## config.mk

```make
export PLATFORM = sky130hd
export DESIGN_NAME = rx_addr_filter
export DESIGN_NICKNAME = d
export VERILOG_FILES = /design/src/rtl/rx_filt_pkg.sv /design/src/rtl/rx_hash_index.sv /design/src/rtl/rx_hash_table.sv /design/src/rtl/rx_addr_decide.sv /design/src/rtl/rx_addr_filter.sv
export SDC_FILE = /design/constraint.sdc
export NUM_CORES = 1
export LEC_CHECK = 0
export CORE_ASPECT_RATIO = 0.5
export CORE_UTILIZATION = 50
export DETAILED_ROUTE_END_ITERATION = 16
export PLACE_DENSITY_LB_ADDON = 0.05
export RECOVER_POWER = 25
export REMOVE_ABC_BUFFERS = 1
export SLEW_MARGIN = 30
export SYNTH_ARGS = -nofsm -noshare
export SYNTH_HDL_FRONTEND = slang
export SYNTH_SLANG_ARGS = --single-unit
```

## constraint.sdc

```tcl
create_clock -name clk -period 9 [get_ports clk]
set_clock_uncertainty 0.05 [all_clocks]
set_input_delay 1.8 -clock clk [delete_from_list [all_inputs] [get_ports clk]]
set_output_delay 1.8 -clock clk [all_outputs]
set_load 0.02 [all_outputs]
```

## src/rtl/rx_filt_pkg.sv

```systemverilog
package rx_filt_pkg;
  localparam int REG_W  = 32;
  localparam int MAC_W  = 48;
  localparam int NBYTE  = MAC_W / 8;
  localparam int HASH_W = $clog2(2 * REG_W);
  localparam logic [31:0] CRC_POLY = 32'h04C11DB7;

  localparam logic [2:0] SEL_STA_LO = 3'd0;
  localparam logic [2:0] SEL_STA_HI = 3'd1;
  localparam logic [2:0] SEL_HASH_A = 3'd2;
  localparam logic [2:0] SEL_HASH_B = 3'd3;
  localparam logic [2:0] SEL_CFG    = 3'd4;

  typedef struct packed {
    logic prom;   // bit 3
    logic mc;     // bit 2
    logic bc;     // bit 1
    logic sta;    // bit 0
  } rx_cfg_t;
endpackage

```

## src/rtl/rx_hash_index.sv

```systemverilog
module rx_hash_index
  import rx_filt_pkg::*;
(
  input  logic [MAC_W-1:0]  dst,
  output logic [HASH_W-1:0] idx
);
  logic [31:0] crc;
  logic        fb;

  always_comb begin
    crc = '1;
    fb  = 1'b0;
    for (int b = 0; b < NBYTE; b++) begin
      for (int i = 0; i < 8; i++) begin
        fb  = crc[31] ^ dst[MAC_W - 8 - 8*b + i];
        crc = {crc[30:0], 1'b0};
        if (fb) crc = crc ^ CRC_POLY;
      end
    end
    idx = crc[31 -: HASH_W];
  end
endmodule

```

## src/rtl/rx_hash_table.sv

```systemverilog
module rx_hash_table
  import rx_filt_pkg::*;
#(
  parameter bit SWAP = 1'b0
) (
  input  logic              clk,
  input  logic              rst_n,
  input  logic [REG_W-1:0]  reg_a,
  input  logic [REG_W-1:0]  reg_b,
  input  logic [HASH_W-1:0] idx,
  output logic              hit
);
  localparam int RBYTES = REG_W / 8;
  logic [2*REG_W-1:0] table_bits;

  generate
    if (SWAP) begin : g_swap
      for (genvar k = 0; k < RBYTES; k++) begin : g_byte
        assign table_bits[2*REG_W-1-8*k -: 8] = reg_a[8*k +: 8];
        assign table_bits[REG_W-1-8*k -: 8]   = reg_b[8*k +: 8];
      end
    end else begin : g_plain
      assign table_bits = {reg_b, reg_a};
    end
  endgenerate

  assign hit = table_bits[idx];

  AST_ALL_ONES_HIT: assert property (@(posedge clk) disable iff (!rst_n)
    ((&reg_a) && (&reg_b)) |-> hit);
endmodule

```

## src/rtl/rx_addr_decide.sv

```systemverilog
module rx_addr_decide
  import rx_filt_pkg::*;
(
  input  logic             clk,
  input  logic             rst_n,
  input  logic [MAC_W-1:0] dst,
  input  logic [MAC_W-1:0] station,
  input  rx_cfg_t          cfg,
  input  logic             hash_hit,
  output logic             accept
);
  logic is_bc, is_mc;

  assign is_bc = &dst;
  assign is_mc = dst[MAC_W-8];

  always_comb begin
    if (is_bc)      accept = cfg.bc;
    else if (is_mc) accept = cfg.mc & hash_hit;
    else            accept = (cfg.sta && dst == station) || cfg.prom;
  end

  AST_BCAST_GATE: assert property (@(posedge clk) disable iff (!rst_n)
    (is_bc && !cfg.bc) |-> !accept);
  AST_MC_GATE: assert property (@(posedge clk) disable iff (!rst_n)
    (is_mc && !is_bc && !cfg.mc) |-> !accept);
  AST_PROMISC_UNI: assert property (@(posedge clk) disable iff (!rst_n)
    (!is_mc && cfg.prom) |-> accept);
endmodule

```

## src/rtl/rx_addr_filter.sv

```systemverilog
module rx_addr_filter
  import rx_filt_pkg::*;
#(
  parameter bit SWAP_HASH_ORDER = 1'b0
) (
  input  logic             clk,
  input  logic             rst_n,
  input  logic             reg_wr,
  input  logic [2:0]       reg_sel,
  input  logic [REG_W-1:0] reg_wdata,
  input  logic             in_valid,
  input  logic [MAC_W-1:0] in_dst,
  output logic             in_ready,
  input  logic             out_ready,
  output logic             out_valid,
  output logic             out_accept
);
  logic [REG_W-1:0]  sta_lo, hash_a, hash_b;
  logic [15:0]       sta_hi;
  rx_cfg_t           cfg;
  logic [MAC_W-1:0]  station;
  logic [HASH_W-1:0] idx;
  logic              hit, verdict, in_fire;
  logic              ov_q, acc_q;

  always_ff @(posedge clk) begin
    if (!rst_n) begin
      sta_lo <= '0; sta_hi <= '0; hash_a <= '0; hash_b <= '0; cfg <= '0;
    end else if (reg_wr) begin
      case (reg_sel)
        SEL_STA_LO: sta_lo <= reg_wdata;
        SEL_STA_HI: sta_hi <= reg_wdata[15:0];
        SEL_HASH_A: hash_a <= reg_wdata;
        SEL_HASH_B: hash_b <= reg_wdata;
        SEL_CFG:    cfg    <= rx_cfg_t'(reg_wdata[3:0]);
        default: ;
      endcase
    end
  end

  assign station = {sta_lo[7:0], sta_lo[15:8], sta_lo[23:16], sta_lo[31:24],
                    sta_hi[7:0], sta_hi[15:8]};

  rx_hash_index u_idx (.dst(in_dst), .idx(idx));

  rx_hash_table #(.SWAP(SWAP_HASH_ORDER)) u_tbl (
    .clk(clk), .rst_n(rst_n), .reg_a(hash_a), .reg_b(hash_b),
    .idx(idx), .hit(hit));

  rx_addr_decide u_dec (
    .clk(clk), .rst_n(rst_n), .dst(in_dst), .station(station),
    .cfg(cfg), .hash_hit(hit), .accept(verdict));

  assign in_ready = !ov_q || out_ready;
  assign in_fire  = in_valid && in_ready;

  always_ff @(posedge clk) begin
    if (!rst_n) begin
      ov_q  <= 1'b0;
      acc_q <= 1'b0;
    end else if (in_fire) begin
      ov_q  <= 1'b1;
      acc_q <= verdict;
    end else if (out_ready) begin
      ov_q  <= 1'b0;
    end
  end

  assign out_valid  = ov_q;
  assign out_accept = acc_q;

  AST_TAKE_GIVES_VALID: assert property (@(posedge clk) disable iff (!rst_n)
    (in_valid && in_ready) |=> out_valid);
  AST_STALL_HOLD: assert property (@(posedge clk) disable iff (!rst_n)
    (out_valid && !out_ready) |=> (out_valid && $stable(out_accept)));
endmodule

```

======== After elaboration in Yosys (flattened, before gate mapping) ========
Index checks and enable logic that the tools add are counted.
Widths: inputs -> output; s select.
operators by class
  $lt $le $gt $ge ......................... 1
  eq/ne operators ......................... 5
  multiplexer cells ....................... 54
  bitwise gates (word level) .............. 95
  reductions and logical operators ........ 13
operator list
  cell                 number
  $mux 27              48
  $not 14->14          47
  $eq 48x48->1         1
  $reduce_and 48->1    1
  $xor 1x1->1          42
  $reduce_and 2->1     5
  $lt 6x7->1 const B   1
  $bmux 1 s6           1
  $eq 3x2->1 const B   2
  $mux 1               5
  $xor 1x1->1 const A  5
  $eq 3x1->1 const B   1
  $eq 3x3->1 const B   1
  $logic_not 3->1      1
  $logic_and 1x1->1    2
  $logic_or 1x1->1     2
  $reduce_bool 2->1    1
  $and 1x1->1          1
  $logic_not 1->1      1
storage, ports and cells
  bits in registers ....................... 118
  input port bits ......................... 88
  output and inout bits ................... 3

======== Depth between registers and ports, before layout ========
Gate-level depths: netlist of the first run.
  depth after elaboration ................. 100
  mapped depth ............................ 16

======== Modules after synthesis ========
From an unflattened synthesis of the first run, not the netlist that was laid out.
second synthesis, totals
  cells, all modules ...................... 775
  area total of the unflattened synthesis .. 7643.6 sq um
by module, submodules not included
  module          times used  cells each  area each (sq um)  seq. area each (sq um)
  rx_addr_filter  1           434         4050.1             2362.3
  rx_hash_index   1           193         2324.7             0.0
  rx_addr_decide  1           86          668.1              0.0
  rx_hash_table   1           62          600.6              0.0

======== Worst setup path before layout of the first run ========
No wires, ideal clock.
  path type ............................... input -> register
  start ................................... input port in_dst[40]
  end ..................................... register acc_q (netlist: out_accept)
  library setup time ...................... 120 ps
  data arrival time ....................... 6039 ps
  path slack .............................. 2790 ps
  stages on the path ...................... 15
  path buffers ............................ 1
  cells stage by stage .................... ha_1 > buf_2 > xor2_1 > xnor3_1 > xnor3_1 > xnor2_1 > xor3_2 > xnor3_2 > xnor3_1 > xnor3_2 > mux2_2 > a221oi_1 > nand3_1 > a31oi_1 > o21ai_1
between the ends
  cells in the longest elaborated chain, start to end .. 67
RTL lines
  element                                                      RTL line              source
  from (decl)                                                  rx_addr_filter.sv:12  input logic [MAC_W-1:0] in_dst,
  $mux 27                                                      rx_hash_index.sv:17   if (fb) crc = crc ^ CRC_POLY;
  $not 14->14 (no line)                                        -
  $mux 27                                                      rx_hash_index.sv:17
  $mux 27 / $not 14->14 (equally long branches) (2 in series)  -
  $mux 27                                                      rx_hash_index.sv:17
  $not 14->14 (no line) / $mux 27 (equally long branches)      -
  $mux 27                                                      rx_hash_index.sv:17
  $mux 27 / $not 14->14 (equally long branches) (2 in series)  -
  [... 47 more ...]                                            -
  $mux 27 (3 in series)                                        rx_hash_index.sv:17
  $not 14->14 (no line)                                        -
  $mux 27                                                      rx_hash_index.sv:17
  $bmux 1 s6                                                   rx_hash_table.sv:27   assign hit = table_bits[idx];
  $mux 1 (not written as such)                                 rx_hash_table.sv:27
  $and 1x1->1                                                  rx_addr_decide.sv:19  else if (is_mc) accept = cfg.mc & hash_hit;
  $mux 1                                                       rx_addr_decide.sv:19
  $mux 1 (*)                                                   rx_addr_decide.sv:18  if (is_bc) accept = cfg.bc;
  to (signal assigned)                                         rx_addr_filter.sv:63  acc_q <= verdict;
  to (decl)                                                    rx_addr_filter.sv:24  logic ov_q, acc_q;
Mark *: on every way between the ends. The rest lies on a longest branch, timed or not. The select of a mux whose other input is x is not followed.
A chain may end at the register's enable or synchronous reset.

======== Worst setup path after layout of the first run ========
  start ................................... input port in_dst[41]
  end ..................................... register acc_q (netlist: out_accept)
between the ends
  cells in the longest elaborated chain, start to end .. 66
RTL lines
  element                                                      RTL line              source
  $xor 1x1->1                                                  rx_hash_index.sv:15   fb = crc[31] ^ dst[MAC_W - 8 - 8*b + i];
  $mux 27                                                      rx_hash_index.sv:17
  $mux 27 / $not 14->14 (equally long branches) (3 in series)  -
  $not 14->14 (no line) / $mux 27 (equally long branches)      -
  $mux 27                                                      rx_hash_index.sv:17
  $mux 27 / $not 14->14 (equally long branches) (4 in series)  -
  $mux 27                                                      rx_hash_index.sv:17
  $not 14->14 (no line) / $mux 27 (equally long branches)      -
  [... 43 more ...]                                            -
  $mux 27 (3 in series)                                        rx_hash_index.sv:17
  $not 14->14 (no line)                                        -
  $mux 27                                                      rx_hash_index.sv:17
  $bmux 1 s6                                                   rx_hash_table.sv:27
  $mux 1 (not written as such)                                 rx_hash_table.sv:27
  $and 1x1->1                                                  rx_addr_decide.sv:19
  $mux 1                                                       rx_addr_decide.sv:19
  $mux 1 (*)                                                   rx_addr_decide.sv:18
Marked as above.

==> metrics.md, run 1 <==
| Metric | Value |
|---|---|
| WL final | `24.5 mm` |
| Longest Clk Path Bufs | `2` |
| Final Critical Period | `7.16 ns` |
| Die footprint | `0.0172 sq mm` |
| Vias in the first global route | `6255` |
| RSZ-0062 raised after global routing | `no` |
| Clk root buf | `clkbuf_16` |
| Synthesized instance count | `880` |
| Drt wl/cell | `20.9 microns` |
| Max Cap Violations | `2` |
| Achievable Freq | `140 MHz` |
| Hold buffers post-CTS | `0` |
| Final non-filler cell total | `1176` |
| Crit path kind | `in2reg` |
| Layout Nets | `1033` |
| Mean post-synth cell area | `9.47 sq um` |
| R2r setup slk | `6.73 ns` |
| Top cell family by delay on the critical path | `XOR/XNOR gates` |
| Data arrival time of the critical path | `7.38 ns` |
| CTS tree | `done` |
| Cell depth of the worst setup path | `15` |
| Final TNS setup | `0 ns` |
| Rel. slew slack | `-107%` |
| Yosys reg bits | `118` |
| Final Hold Fails | `0` |
| Crit-path cells | `clkdlybuf4s50_1 > ha_1 > xor2_1 > xnor3_1 > xnor3_1 > xnor2_1 > xor3_2 > xnor3_2 > xnor3_1 > xnor3_2 > mux2_2 > a221oi_1 > nand3_1 > a31oi_1 > o21ai_1` |
| DR pass1 iterations | `5` |
| Num CTS Buffers | `17` |
| I/O Buffers | `90` |
| Violated checks | `capacitance limit, slew limit` |
| Worst Reg-to-Reg Cells | `11` |
| Status | `finished, violations left` |
| DIE HEIGHT | `93.3 microns` |
| Most frequent cells in the layout | `236 x nand2_1, 128 x xnor2_1, 118 x dfxtp_1` |
| Via count | `6456` |
| Crit path required time | `9.23 ns` |
| DP HPWL | `18.4 mm` |
| Setup WS post-layout | `1.84 ns` |
| Worst slack, placed | `1.43 ns` |
| Synth Flop Type | `dfxtp_1` |
| Htree depth | `4` |
| Async SR Flop Fraction | `0%` |
| Grt ovf | `0` |
| # setup viols final | `0` |
| YS warnings | `0` |
| Initial drt markers | `546` |
| Synth Cell Area | `0.00833 sq mm` |
| Placed cells | `1144` |
| Gpl congestion | `0.950` |
| ANT cells | `0` |
| Final Cycle Share | `79.5%` |
| Worst path max stage delay | `0.68 ns` |
| Cell mode on critical path | `xnor3_1` |
| Core Util, Final | `63.0%` |
| Post_cts resized | `0` |
| Final Slew Violations | `122` |
| Commonest non-fill, non-tap cell in the layout | `nand2_1` |
| Bufs and invs on worst path | `1` |
| Unique masters post-synth | `48` |
| Area growth, synth to finish | `19.9%` |
| Post-synthesis sequential area ratio | `28.4%` |
| GRT Util Overall | `29.9%` |
| First-pass GRT wire length | `37.4 mm` |
| Chip width | `185 microns` |
| Reg2reg end | `out_accept` |
| Clk Latency, worst-skew pair | `0.41 ns` |
| Antenna viol nets, final | `0` |
| Vias per Instance | `5.49` |
| Io pins | `91` |
| Layout cells sized above 1 | `6.60%` |
| Setup Buffers After CTS | `0` |
| Core footprint | `0.0159 sq mm` |
| Worst-path clk slew | `0.05 ns` |
| Crit path max-delay cell type | `xnor3_2` |
| Initial antenna violation count | `0` |
| Worst r2r src | `sta_lo[18]` |
| Worst-Margin Slew | `3.11 ns` |
| Starting Density | `52.5%` |
| Number of clock sinks | `118` |
| Critical path fanouts, max | `14` |
| CP startpoint kind | `primary input` |
| EDFF count, synth | `0` |
| CP startpoint | `in_dst[41]` |
| Crit path capture type | `flip-flop` |
| Hold Path Class | `reg2reg` |
| CP endpoint | `out_accept` |
| Floorplan row count | `32` |
| Residual DRC count | `0` |
| Largest net degree at the start of global routing | `89` |
[cells by family (layout without fill, tap and decap cells)]
| group | Yosys count | in the layout | share of synthesized area, % |
|---|---|---|---|
| xor+xnor | 234 | 234 | 35.2 |
| buf+inv | 67 | 142 | 3.45 |
| compound gates | 133 | 133 | 12.1 |
| flops | 118 | 118 | 28.4 |
| simple gates | 298 | 298 | 14.9 |
| mux | 27 | 27 | 5.50 |
| fa+ha+maj | 3 | 3 | 0.451 |
[tightest hold or removal path: cells and delay by family (launching register included)]
kind | cells | cell delay, ns
DFF | 1 | 0.30
AOI/OAI and AO/OA | 1 | 0.06
and+or+nand+nor | 1 | 0.04
[sequential cells by signal, summed over array words and instances, names as in the netlist]
signal      cells
sta_hi         16
cfg             4
hash_b         32
hash_a         32
out_accept      1
out_valid       1
sta_lo         32
[synth_stat cells, drive strengths merged, types with 6 or more instances]
master    n  area (sq um)
dfxtp   118          2360
mux4     13           315
nor4     11          68.8
nand2   237           890
xor3      9           216
mux2i    12           120
nand4    17           106
nor2      7          26.3
inv      12          45.0
xor2     42           375
nand3     8          40.0
nor2b     6          37.5
xnor3    48          1090
buf      13          85.1
xnor2   135          1260
a21boi  113           848
clkbuf   42           158
[worst min-delay path by stage]
stage | start | end | slack, ns | cells after the start
after floorplan | hash_a[16] | hash_a[16] | 0.39 | 2
after global placement | hash_b[6] | hash_b[6] | 0.40 | 2
after detailed placement | hash_b[8] | hash_b[8] | 0.40 | 2
after CTS | hash_b[8] | hash_b[8] | 0.41 | 2
after global routing | hash_b[25] | hash_b[25] | 0.44 | 2
final | hash_b[8] | hash_b[8] | 0.41 | 2
[through the flow]
step	hold WS, ns	cell area, sq um
floorplan	0.389	8090
global placement	0.397	9320
detailed placement	0.404	9330
CTS	0.411	9990
global route	0.440	9990
finish	0.413	9990
[layer usage]
| layer | vias to the layer above | track usage [%] | share of wire, % |
|---|---|---|---|
| li1 | 3087 | - | - |
| met1 | 3098 | 42.1 | 47 |
| met2 | 246 | 47.0 | 44 |
| met3 | 25 | 6.15 | 7.3 |
| met4 | 0 | 7.01 | 1.6 |
| met5 | - | 0 | 0 |
[area by class of cell]
| class | count | area [sq um] |
|---|---|---|
| Clock buffer | 24 | 492 |
| Clock inverter | 8 | 168 |
| Fill cell | 1382 | 5870 |
| Inverter | 12 | 45.0 |
| Multi-Input combinational cell | 695 | 5700 |
| Sequential cell | 118 | 2360 |
| Tap cell | 221 | 277 |
| Timing Repair Buffer | 98 | 947 |
Power of run 1 is not shown: default switching activity piles up to over one toggle a cycle in this logic, so the estimate is an artifact.
==> inputs of run 2 (changes only) <==
Clock period 9 ns to 6.16 ns, I/O delays scaled along.
==> run 2 against run 1 <==
  * Via count grew 3.7%
  * Core utilization grew 2.2 points
  * Non-clock buffer count is 55 higher
  * Critical path type unchanged
  * Critical path depth rose by 1
  * Count of clock-buffer cells in the layout shrank 3
  * Die area unchanged
  * The run still ends with capacitance limit, slew limit left
  * Highest routed layer unchanged
  * Routed wire length is 2.0% higher
  * Worst hold slack gained 0.0042 ns
==> metrics.md, run 2 (same netlist as run 1, synthesis figures left out) <==
| Metric | Value |
|---|---|
| CTS tree | `done` |
| Largest net degree at the start of global routing | `68` |
| DR pass1 iterations | `7` |
| Commonest non-fill, non-tap cell in the layout | `nand2_1` |
| GRT Util Overall | `30.5%` |
| Initial drt markers | `596` |
| Crit path required time | `6.40 ns` |
| Gpl congestion | `0.934` |
| Worst r2r src | `sta_lo[18]` |
| Final Critical Period | `5.77 ns` |
| Worst Reg-to-Reg Cells | `11` |
| Worst-Margin Slew | `2.37 ns` |
| Most frequent cells in the layout | `237 x nand2_1, 128 x xnor2_1, 118 x dfxtp_1` |
| Cells on Worst Hold Path | `2` |
| Achievable Freq | `173 MHz` |
| Layout cells sized above 1 | `11.4%` |
| DP HPWL | `18.9 mm` |
| Bufs and invs on worst path | `2` |
| Residual DRC count | `0` |
| Core Util, Final | `65.2%` |
| Violated checks | `capacitance limit, slew limit` |
| Number of clock sinks | `118` |
| Hold Path Origin | `hash_b[6]` |
| WL final | `25.0 mm` |
| First-pass GRT wire length | `38.1 mm` |
| Io pins | `91` |
| WHS Endpoint | `hash_b[6]` |
| Setup Buffers After CTS | `0` |
| Initial antenna violation count | `0` |
| Critical path fanouts, max | `8` |
| Antenna viol nets, final | `0` |
| Flip-flop and latch area | `0.00236 sq mm` |
| Max Cap Violations | `3` |
| # setup viols final | `0` |
| Via count | `6698` |
| RSZ-0062 raised after global routing | `no` |
| Status | `finished, violations left` |
| Worst-path clk slew | `0.05 ns` |
| Core footprint | `0.0159 sq mm` |
| Final TNS setup | `0 ns` |
| Final Hold Fails | `0` |
| Crit-path cells | `clkdlybuf4s50_1 > ha_1 > xor2_1 > xnor3_1 > xnor3_1 > xnor2_1 > xor3_2 > xnor3_2 > xnor3_1 > xnor3_2 > buf_4 > mux2_2 > nand2_1 > a41oi_1 > a31oi_1 > o21ai_1` |
| Final Cycle Share | `93.7%` |
| Clk root buf | `clkbuf_16` |
| Crit path kind | `in2reg` |
| R2r setup slk | `3.96 ns` |
| Fillers | `1321` |
| Worst path max stage delay | `0.49 ns` |
| Clk Latency, worst-skew pair | `0.41 ns` |
| CP startpoint kind | `primary input` |
| Hold Path Class | `reg2reg` |
| Vias in the first global route | `6664` |
| Floorplan row count | `32` |
| Longest Clk Path Bufs | `2` |
| Htree depth | `4` |
| Chip width | `185 microns` |
| Num CTS Buffers | `17` |
| Cell depth of the worst setup path | `16` |
| Post_cts resized | `0` |
| Grt ovf | `0` |
| Die footprint | `0.0172 sq mm` |
| CP startpoint | `in_dst[40]` |
| Hold buffers post-CTS | `0` |
| Layout Nets | `1088` |
| DIE HEIGHT | `93.3 microns` |
| Rel. slew slack | `-58.1%` |
| Multi-input gate area | `0.00568 sq mm` |
| Final Slew Violations | `155` |
| Vias per Instance | `5.45` |
| I/O Buffers | `90` |
| Crit path capture type | `flip-flop` |
| Area growth, synth to finish | `24.1%` |
| Top cell family by delay on the critical path | `XOR/XNOR gates` |
| Starting Density | `52.5%` |
| Registers with the most flip-flops | `hash_a x32, hash_b x32, sta_lo x32` |
| Cell mode on critical path | `xnor3_1` |
| Data arrival time of the critical path | `6.01 ns` |
| ANT cells | `0` |
| Reg2reg end | `out_accept` |
| Drt wl/cell | `20.3 microns` |
| Crit path max-delay cell type | `clkdlybuf4s50_1` |
run 2: metal layers:
| layer | global-route usage, % | share of wire [%] | vias up |
|---|---|---|---|
| met4 | 7.92 | 1.7 | 0 |
| li1 | - | - | 3184 |
| met2 | 48.5 | 44 | 257 |
| met3 | 4.83 | 6.1 | 35 |
| met5 | 0 | 0 | - |
| met1 | 43.1 | 48 | 3222 |
run 2: area by class of cell:
| cell class | count | area share, % |
|---|---|---|
| clock buffers | 21 | 4.26 |
| flip-flops and latches | 118 | 22.9 |
| well taps | 221 | 2.68 |
| multi-input cells | 695 | 55.0 |
| inverters | 12 | 0.436 |
| clock inverters | 10 | 1.50 |
| repair buffers | 153 | 13.3 |
run 2: metrics by stage:
stage / area, sq um / setup WS [ns] / cells / hold WS (ns)
3_5_place_dp: 9750 / 0.0337 / 1199 / 0.408
6_report: 10300 / 0.388 / 1230 / 0.417
2_1_floorplan: 8090 / 0.346 / 825 / 0.389
5_1_grt: 10300 / 0.215 / 1230 / 0.432
4_1_cts: 10300 / 0.423 / 1230 / 0.415
3_3_place_gp: 9750 / 0.0876 / 1199 / 0.399
run 2: worst max path at each step:
stage / to
3_5_place_dp: out_accept
6_report: out_accept
3_3_place_gp: out_accept
2_1_floorplan: out_accept
5_1_grt: out_accept
4_1_cts: out_accept
run 2: worst min-delay path, cell delays in order, from the launching register on:
cell and delay [ns]:
dfxtp_1 0.30, nand2_1 0.04, a21boi_0 0.06
Power of run 2 is left out for the same reason.
==> inputs of run 3 (changes only) <==
Settings changed: SKIP_CTS_REPAIR_TIMING from default to 1.
==> results of run 3 <==
No change in the layout: final DEF, timing and power equal those of run 2.
Power of run 3 is left out for the same reason.
